<file path="config.mk">
export PLATFORM = sky130hd
export DESIGN_NAME = asid_tlb
export DESIGN_NICKNAME = d
export VERILOG_FILES = /design/src/rtl/asid_tlb_pkg.sv /design/src/rtl/asid_tlb_rasid.sv /design/src/rtl/asid_tlb_rr.sv /design/src/rtl/asid_tlb_cmp.sv /design/src/rtl/asid_tlb.sv
export SDC_FILE = /design/constraint.sdc
export NUM_CORES = 2
export LEC_CHECK = 0
export BUFFER_PORTS_ARGS = -buffer_cell sky130_fd_sc_hd__buf_4
export CAP_MARGIN = 10
export CORE_MARGIN = 2
export CORE_UTILIZATION = 45
export DETAILED_ROUTE_END_ITERATION = 6
export PLACE_DENSITY = 0.66
export SYNTH_ARGS = -nofsm -noshare
export SYNTH_HDL_FRONTEND = slang
export SYNTH_SLANG_ARGS = --single-unit
</file>
<file path="constraint.sdc">
create_clock -name clk -period 15.9 [get_ports clk]
set_input_delay 1.59 -clock clk [delete_from_list [all_inputs] [get_ports clk]]
set_output_delay 1.59 -clock clk [all_outputs]
set_load 0.02 [all_outputs]
</file>
<file path="src/rtl/asid_tlb_pkg.sv">
package asid_tlb_pkg;
  localparam int VA_W  = 32;
  localparam int PG_W  = 12;
  localparam int VPN_W = VA_W - PG_W;
  localparam int TAG_W = 8;

  typedef enum logic [1:0] {
    ACC_FETCH = 2'd0,
    ACC_LOAD  = 2'd1,
    ACC_STORE = 2'd2
  } acc_e;

  typedef enum logic [1:0] {
    OP_NONE   = 2'd0,
    OP_WRITE  = 2'd1,
    OP_INVAL  = 2'd2,
    OP_REFILL = 2'd3
  } op_e;

  typedef struct packed {
    logic [TAG_W-1:0] asid;
    logic [VPN_W-1:0] vpn;
    logic [VPN_W-1:0] ppn;
    logic             wen;
    logic             xen;
  } tlb_ent_t;
endpackage

</file>
<file path="src/rtl/asid_tlb_rasid.sv">
module asid_tlb_rasid
  import asid_tlb_pkg::*;
(
  input  logic        clk,
  input  logic        rst,
  input  logic        we,
  input  logic [31:0] wdata,
  output logic [31:0] q
);
  localparam logic [TAG_W-1:0] KERNEL_TAG = 8'h01;

  always_ff @(posedge clk) begin
    if (rst) q <= 32'h0403_0201;
    else if (we) q <= {wdata[31:8], KERNEL_TAG};
  end

  assert_rasid_load_R3: assert property (@(posedge clk) disable iff (rst)
    we |=> (q[31:8] == $past(wdata[31:8])) && (q[7:0] == KERNEL_TAG));
endmodule

</file>
<file path="src/rtl/asid_tlb_rr.sv">
module asid_tlb_rr #(
  parameter int SETS = 4,
  parameter int WAYS = 4,
  localparam int SB = (SETS > 1) ? $clog2(SETS) : 1,
  localparam int WB = (WAYS > 1) ? $clog2(WAYS) : 1
) (
  input  logic          clk,
  input  logic          rst,
  input  logic          adv,
  input  logic [SB-1:0] set,
  output logic [WB-1:0] victim
);
  logic [WB-1:0] ptr_q [SETS];

  assign victim = ptr_q[set];

  always_ff @(posedge clk) begin
    if (rst) begin
      for (int s = 0; s < SETS; s++) ptr_q[s] <= '0;
    end else if (adv) begin
      ptr_q[set] <= (victim == WB'(WAYS - 1)) ? '0 : victim + WB'(1);
    end
  end

  assert_rr_step_R9: assert property (@(posedge clk) disable iff (rst)
    adv |=> ptr_q[$past(set)] ==
      (($past(victim) == WB'(WAYS - 1)) ? WB'(0) : $past(victim) + WB'(1)));
endmodule

</file>
<file path="src/rtl/asid_tlb_cmp.sv">
module asid_tlb_cmp
  import asid_tlb_pkg::*;
#(
  parameter int TAG_BITS = VPN_W
) (
  input  tlb_ent_t        ent,
  input  logic [VA_W-1:0] vaddr,
  input  logic [31:0]     rasid,
  output logic            hit,
  output logic [1:0]      ring,
  output logic [VA_W-1:0] paddr
);
  logic ring_ok;

  always_comb begin
    ring_ok = 1'b0;
    ring    = 2'd0;
    for (int k = 3; k >= 0; k--) begin
      if (ent.asid == rasid[8*k +: 8]) begin
        ring_ok = 1'b1;
        ring    = 2'(k);
      end
    end
    hit   = (ent.asid != '0) && ring_ok &&
            (ent.vpn[VPN_W-1 -: TAG_BITS] == vaddr[VA_W-1 -: TAG_BITS]);
    paddr = {ent.ppn[VPN_W-1 -: TAG_BITS], vaddr[VA_W-TAG_BITS-1:0]};
  end
endmodule

</file>
<file path="src/rtl/asid_tlb.sv">
module asid_tlb
  import asid_tlb_pkg::*;
#(
  parameter int SETS       = 4,
  parameter int AUTO_WAYS  = 4,
  parameter int PIN_WAYS   = 3,
  parameter int WIRED_BITS = 3,
  localparam int SET_BITS = $clog2(SETS),
  localparam int WIRED_N  = 1 << WIRED_BITS,
  localparam int NWAYS    = AUTO_WAYS + PIN_WAYS + 1,
  localparam int WAY_W    = $clog2(NWAYS),
  localparam int IDX_W    = (SET_BITS > WIRED_BITS) ? SET_BITS : WIRED_BITS
) (
  input  logic             clk,
  input  logic             rst,
  input  logic             lk_valid,
  input  logic [31:0]      lk_vaddr,
  input  logic [1:0]       lk_ring,
  input  logic [1:0]       lk_acc,
  output logic             res_valid,
  output logic [31:0]      res_paddr,
  output logic             res_hit,
  output logic             res_miss,
  output logic             res_multi,
  output logic             res_perm,
  input  logic [1:0]       cmd,
  input  logic [WAY_W-1:0] cmd_way,
  input  logic [IDX_W-1:0] cmd_index,
  input  logic [19:0]      cmd_vpn,
  input  logic [19:0]      cmd_ppn,
  input  logic [1:0]       cmd_ring,
  input  logic             cmd_wen,
  input  logic             cmd_xen,
  input  logic             rasid_we,
  input  logic [31:0]      rasid_wdata,
  output logic [31:0]      rasid_q
);
  localparam int PIN_BASE   = AUTO_WAYS;
  localparam int WIRED_WAY  = AUTO_WAYS + PIN_WAYS;
  localparam int NCAND      = AUTO_WAYS + PIN_WAYS + WIRED_N;
  localparam int CNT_W      = $clog2(NCAND + 1);
  localparam int VICT_W     = (AUTO_WAYS > 1) ? $clog2(AUTO_WAYS) : 1;

  tlb_ent_t auto_q  [SETS][AUTO_WAYS];
  tlb_ent_t pin_q   [PIN_WAYS];
  tlb_ent_t wired_q [WIRED_N];

  // ring-to-tag register
  asid_tlb_rasid u_rasid (
    .clk(clk), .rst(rst), .we(rasid_we), .wdata(rasid_wdata), .q(rasid_q)
  );

  // refill victim selection
  logic [VICT_W-1:0] victim;
  logic              refill;
  assign refill = (op_e'(cmd) == OP_REFILL);

  asid_tlb_rr #(.SETS(SETS), .WAYS(AUTO_WAYS)) u_rr (
    .clk(clk), .rst(rst), .adv(refill),
    .set(cmd_vpn[SET_BITS-1:0]), .victim(victim)
  );

  // entry image built from command fields
  tlb_ent_t new_ent;
  always_comb begin
    new_ent.asid = rasid_q[8*cmd_ring +: 8];
    new_ent.vpn  = cmd_vpn;
    new_ent.ppn  = cmd_ppn;
    new_ent.wen  = cmd_wen;
    new_ent.xen  = cmd_xen;
  end

  logic do_wr, do_inv;
  assign do_wr  = (op_e'(cmd) == OP_WRITE);
  assign do_inv = (op_e'(cmd) == OP_INVAL);

  always_ff @(posedge clk) begin
    if (rst) begin
      for (int s = 0; s < SETS; s++)
        for (int w = 0; w < AUTO_WAYS; w++) auto_q[s][w] <= '0;
      for (int p = 0; p < PIN_WAYS; p++) pin_q[p] <= '0;
      for (int i = 0; i < WIRED_N; i++) begin
        wired_q[i].asid <= 8'h01;
        wired_q[i].vpn  <= {WIRED_BITS'(i), {(VPN_W-WIRED_BITS){1'b0}}};
        wired_q[i].ppn  <= {WIRED_BITS'(i), {(VPN_W-WIRED_BITS){1'b0}}};
        wired_q[i].wen  <= 1'b1;
        wired_q[i].xen  <= 1'b1;
      end
    end else begin
      for (int w = 0; w < AUTO_WAYS; w++) begin
        if (cmd_way == WAY_W'(w)) begin
          if (do_wr)  auto_q[cmd_index[SET_BITS-1:0]][w] <= new_ent;
          if (do_inv) auto_q[cmd_index[SET_BITS-1:0]][w].asid <= '0;
        end
      end
      for (int p = 0; p < PIN_WAYS; p++) begin
        if (cmd_way == WAY_W'(PIN_BASE + p)) begin
          if (do_wr)  pin_q[p] <= new_ent;
          if (do_inv) pin_q[p].asid <= '0;
        end
      end
      if (cmd_way == WAY_W'(WIRED_WAY)) begin
        if (do_wr)  wired_q[cmd_index[WIRED_BITS-1:0]] <= new_ent;
        if (do_inv) wired_q[cmd_index[WIRED_BITS-1:0]].asid <= '0;
      end
      if (refill) auto_q[cmd_vpn[SET_BITS-1:0]][victim] <= new_ent;
    end
  end

  // parallel compare over the set's ways, pinned ways and wired way
  logic [SET_BITS-1:0] lk_set;
  assign lk_set = lk_vaddr[PG_W +: SET_BITS];

  tlb_ent_t          cand  [NCAND];
  logic [NCAND-1:0]  match;
  logic [1:0]        cring [NCAND];
  logic [VA_W-1:0]   cpa   [NCAND];

  for (genvar g = 0; g < NCAND; g++) begin : g_cand
    if (g < AUTO_WAYS) begin : g_auto
      assign cand[g] = auto_q[lk_set][g];
      asid_tlb_cmp #(.TAG_BITS(VPN_W)) u_cmp (
        .ent(cand[g]), .vaddr(lk_vaddr), .rasid(rasid_q),
        .hit(match[g]), .ring(cring[g]), .paddr(cpa[g]));
    end else if (g < WIRED_WAY) begin : g_pin
      assign cand[g] = pin_q[g - PIN_BASE];
      asid_tlb_cmp #(.TAG_BITS(VPN_W)) u_cmp (
        .ent(cand[g]), .vaddr(lk_vaddr), .rasid(rasid_q),
        .hit(match[g]), .ring(cring[g]), .paddr(cpa[g]));
    end else begin : g_wired
      assign cand[g] = wired_q[g - WIRED_WAY];
      asid_tlb_cmp #(.TAG_BITS(WIRED_BITS)) u_cmp (
        .ent(cand[g]), .vaddr(lk_vaddr), .rasid(rasid_q),
        .hit(match[g]), .ring(cring[g]), .paddr(cpa[g]));
    end
  end

  logic [CNT_W-1:0] n_match;
  logic [VA_W-1:0]  sel_pa;
  logic [1:0]       sel_ring;
  logic             sel_wen, sel_xen, viol;

  always_comb begin
    n_match  = '0;
    sel_pa   = '0;
    sel_ring = '0;
    sel_wen  = 1'b0;
    sel_xen  = 1'b0;
    for (int i = 0; i < NCAND; i++) begin
      n_match = n_match + CNT_W'(match[i]);
      if (match[i]) begin
        sel_pa   = sel_pa   | cpa[i];
        sel_ring = sel_ring | cring[i];
        sel_wen  = sel_wen  | cand[i].wen;
        sel_xen  = sel_xen  | cand[i].xen;
      end
    end
    viol = (sel_ring < lk_ring) ||
           ((acc_e'(lk_acc) == ACC_STORE) && !sel_wen) ||
           ((acc_e'(lk_acc) == ACC_FETCH) && !sel_xen);
  end

  logic one_hit;
  assign one_hit = (n_match == CNT_W'(1));

  always_ff @(posedge clk) begin
    if (rst) begin
      res_valid <= 1'b0;
      res_paddr <= '0;
      res_hit   <= 1'b0;
      res_miss  <= 1'b0;
      res_multi <= 1'b0;
      res_perm  <= 1'b0;
    end else begin
      res_valid <= lk_valid;
      res_hit   <= lk_valid && one_hit;
      res_miss  <= lk_valid && (n_match == '0);
      res_multi <= lk_valid && (n_match > CNT_W'(1));
      res_perm  <= lk_valid && one_hit && viol;
      res_paddr <= (lk_valid && one_hit && !viol) ? sel_pa : '0;
    end
  end

  assert_result_follows_R1: assert property (@(posedge clk) disable iff (rst)
    lk_valid |=> res_valid);
  assert_one_outcome_R1: assert property (@(posedge clk) disable iff (rst)
    res_valid |-> $countones({res_hit, res_miss, res_multi}) == 1);
  assert_offset_kept_R2: assert property (@(posedge clk) disable iff (rst)
    (lk_valid && one_hit && !viol) |=> res_paddr[PG_W-1:0] == $past(lk_vaddr[PG_W-1:0]));
  assert_perm_on_hit_R7: assert property (@(posedge clk) disable iff (rst)
    res_perm |-> (res_hit && res_paddr == '0));
  assert_multi_no_addr_R6: assert property (@(posedge clk) disable iff (rst)
    res_multi |-> (res_paddr == '0 && !res_perm));
endmodule

</file>
==> flow_metrics.env <==
export IMPL_cts_tree="yes"
export IMPL_grt_pass1_vias=36500
export IMPL_track_usage_pct=26.6
export IMPL_synth_top_area_share_pct=57.6
export IMPL_nets=4536
export IMPL_synth_seq_cells=1147
export IMPL_drt_total_wl_mm=171
export IMPL_die_w_um=357
export IMPL_crit_type="in -> reg"
export IMPL_ir_drop_v=0.000103
export IMPL_post_place_cells=5910
export IMPL_cp_required_ns=16.55
export IMPL_whs_path_depth=2
export IMPL_grt_max_degree=125
export IMPL_p_clk_share_pct=40.1
export IMPL_die_area_um2=128000
export IMPL_grt_antenna_before_repair=13
export IMPL_rsz0062_at_grt="false"
export IMPL_hold_violations=0
export IMPL_startpoint_type="input pin"
export IMPL_ctsHoldBuffers=0
export IMPL_cts_inserted_buffers=120
export IMPL_cts_resized_gates=0
export IMPL_min_period_ns=9.63
export IMPL_wl_per_cell_um=27.8
export IMPL_r2r_slack_ns=8.11
export IMPL_power_leakage_nw=23.3
export IMPL_synthesis_area_um2=56200
export IMPL_drc_errors=0
export IMPL_path_max_fanout=79
export IMPL_grt_overflow_total=0
export IMPL_critPathMaxStageDelay_ns=0.74
export IMPL_rows=129
export IMPL_power_internal_mw=5.23
export IMPL_setup_violations=0
export IMPL_ant_nets=0
export IMPL_timing_rr_end="res_paddr[22]"
export IMPL_finClkSkew_ns=0.0677
export IMPL_r2r_start="auto_q[3][189]"
export IMPL_total_power_mw=6.97
export IMPL_rr_worst_depth=21
export IMPL_drt_initial_drc_count=4516
export IMPL_hold_path_class="reg -> reg"
export IMPL_vias_per_cell=6.03
export IMPL_worst_slew_pin_slew_ns=1.25
export IMPL_p_sw_share_pct=25.0
export IMPL_synth_flop_cell="edfxtp_1"
export IMPL_worstPathArrival_ns=10.28
export IMPL_power_frac_seq_pct=50.0
export IMPL_fmax_mhz=104
export IMPL_drive_gt1_share_pct=16.1
export IMPL_hpwl_mm=103
export IMPL_firstDrtPassIters=6
export IMPL_numClockSinks=1147
export IMPL_synth_edf_count=1078
export IMPL_routabilityCongestion=0.874
export IMPL_vias=37000
export IMPL_crit_family="adder cells"
export IMPL_end_kind="flip-flop"
export IMPL_yosys_warnings=0
export IMPL_cts_root_buffer="clkbuf_16"
export IMPL_cts_htree_levels=3
export IMPL_synth_seq_area_share_pct=60.0
export IMPL_synth_largest_area_cell="edfxtp_1"
export IMPL_core_area_um2=124000
export IMPL_crit_chain="buf_8 -> buf_4 -> mux4_2 -> xor2_1 -> nor2_1 -> o2111ai_1 -> or4_1 -> a31oi_4 -> buf_4 -> fa_1 -> inv_1 -> fa_1 -> fa_1 -> fa_1 -> fa_1 -> fa_1 -> nor2_1 -> a31oi_1 -> nor3b_1 -> and3b_1 -> o211ai_1 -> buf_4 -> a211oi_1"
export IMPL_insertion_delay_ns=0.76
export IMPL_cap_violations=0
export IMPL_cpMaxStageDelayCell="buf_4"
export IMPL_crit_buf_inv=5
export IMPL_powerDensity_nw_per_um2=110
export IMPL_hold_start="u_rasid.q[17]"
export IMPL_area_growth_pct=12.3
export IMPL_numPortBuffers=176
export IMPL_clk_pin_slew_ns=0.06
export IMPL_post_route_period_util_pct=60.6
export IMPL_worstSetupPathDepth=23
export IMPL_cts_buffer_depth=3
export IMPL_p_switching_mw=1.74
export IMPL_fin_cells=6139
export IMPL_slew_violations=0
export IMPL_min_to="u_rasid.q[17]"
export IMPL_synth_cells=4339
export IMPL_grt_pass1_wl_mm=248
export IMPL_postCtsSetupBuffers=0
export IMPL_pwr_share_comb_pct=9.9
export IMPL_yosys_top_cells_area="edfxtp_1, mux4_2, xnor2_1, and2_1, xor2_1"
export IMPL_setup_tns_ns=0
export IMPL_start_util_pct=45.4
export IMPL_status="finished clean"
export IMPL_io_pins=193
export IMPL_relSlewSlack_pct=15.6
export IMPL_async_flop_share_pct=0
export IMPL_fp_dieH_um=357
export IMPL_design_area_um2=63100
export IMPL_path_common_cell="fa_1"
export IMPL_synth_avg_cell_area_um2=13.0
export IMPL_postPlaceCellArea_um2=59200
export IMPL_yosys_cell_types_count=76
==> tightest hold or removal path: cells and delay by family, from the launching register on <==
kind          cells  cell delay [ns]
flops             1             0.35
mux               1             0.08
simple gates      1             0.06
==> per-stage QoR <==
step	util [%]	setup WS [ns]	hold slack, ns
global placement	47.8	5.45	0.500
finish	51.0	6.27	0.513
CTS	51.0	6.28	0.520
global route	51.0	5.80	0.558
detailed placement	47.8	5.50	0.502
floorplan	-	7.96	0.656
==> metal layers <==
layer	vias up	GRT usage, %	share of wire, %
met5	-	0	0.026
met4	8	10.6	3.9
met3	368	4.88	9.5
met2	1888	42.3	47
met1	18700	36.2	40
li1	16000	-	-
==> Yosys cell counts, drive strengths merged (38+ instances only) <==
cell,instances
a211oi,45
and2,314
and3,279
buf,94
clkbuf,260
dfxtp,69
edfxtp,1078
inv,92
mux2i,78
mux4,171
nand2,186
nand3,59
nand4,73
nor2,389
nor3,110
nor4,77
o21ai,38
xnor2,311
xor2,217
==> power groups by stage <==
stage / sequential [mW] / clock, mW / combinational, mW
floorplan: 3.53 / 0 / 0.435
global placement: 3.54 / 0 / 0.679
detailed placement: 3.55 / 0 / 0.685
CTS: 3.49 / 2.81 / 0.688
global route: 3.50 / 2.92 / 0.732
finish: 3.49 / 2.79 / 0.692
==> state kept, by name, summed over array words and instances (netlist names) <==
name and count:
res_multi 1, pin_q 150, res_paddr 32, res_perm 1, res_hit 1, u_rasid.q 24, u_rr.ptr_q 8, auto_q 800
res_valid 1, res_miss 1, wired_q 128
==> final cells by class <==
cell class	instances	area, um^2
Antenna cell	5	12.5
Fill cell	10500	60700
Clock buffer	160	3310
Multi-Input combinational cell	2743	20900
Inverter	101	379
Tap cell	1637	2050
Timing Repair Buffer	282	2140
Sequential cell	1147	33800
Clock inverter	64	601
==> kinds of logic after synthesis <==
family                     count (synthesis)  synth area share, %
xor gates and xnor gates                 528                 8.23
other                                      2               0.0134
adders and majority gates                 17                0.512
muxes                                    260                 8.46
DFF                                     1147                 60.0
buffers and inverters                    455                 3.35
AOI/OAI and AO/OA                        293                 3.85
and+or+nand+nor                         1637                 15.5
==> how the worst max path moves through the flow <==
stage / startpoint / to / slack [ns]
final: lk_vaddr[12] / res_paddr[22] / 6.27
after global routing: lk_vaddr[12] / res_paddr[23] / 5.80
after CTS: lk_vaddr[12] / res_paddr[22] / 6.28
after detailed placement: lk_vaddr[12] / res_paddr[22] / 5.50
after global placement: lk_vaddr[12] / res_paddr[14] / 5.45
after floorplan: lk_vaddr[12] / res_paddr[22] / 7.96
==> layout by cell type (no fill, tap or decap), drive strengths merged, types with 17 or more instances in the layout <==
cell    synthesis  layout
buf            94     282
dfxtp          69      69
mux4          171     171
xnor2         311     311
mux2i          78      78
nand2         186     186
nor3          110     110
and3          279     279
edfxtp       1078    1078
nor2          389     389
inv            92      95
nand4          73      73
clkinv          9      58
xor2          217     217
nor2b          30      30
o22ai          24      24
o21ai          38      38
clkbuf        260     160
a222oi         22      22
and2          314     314
a211oi         45      45
or2            26      26
nor4           77      77
a22oi          24      24
a21oi          29      29
nand3          59      59
or4            17      17
(Power assumes the default switching activity.)
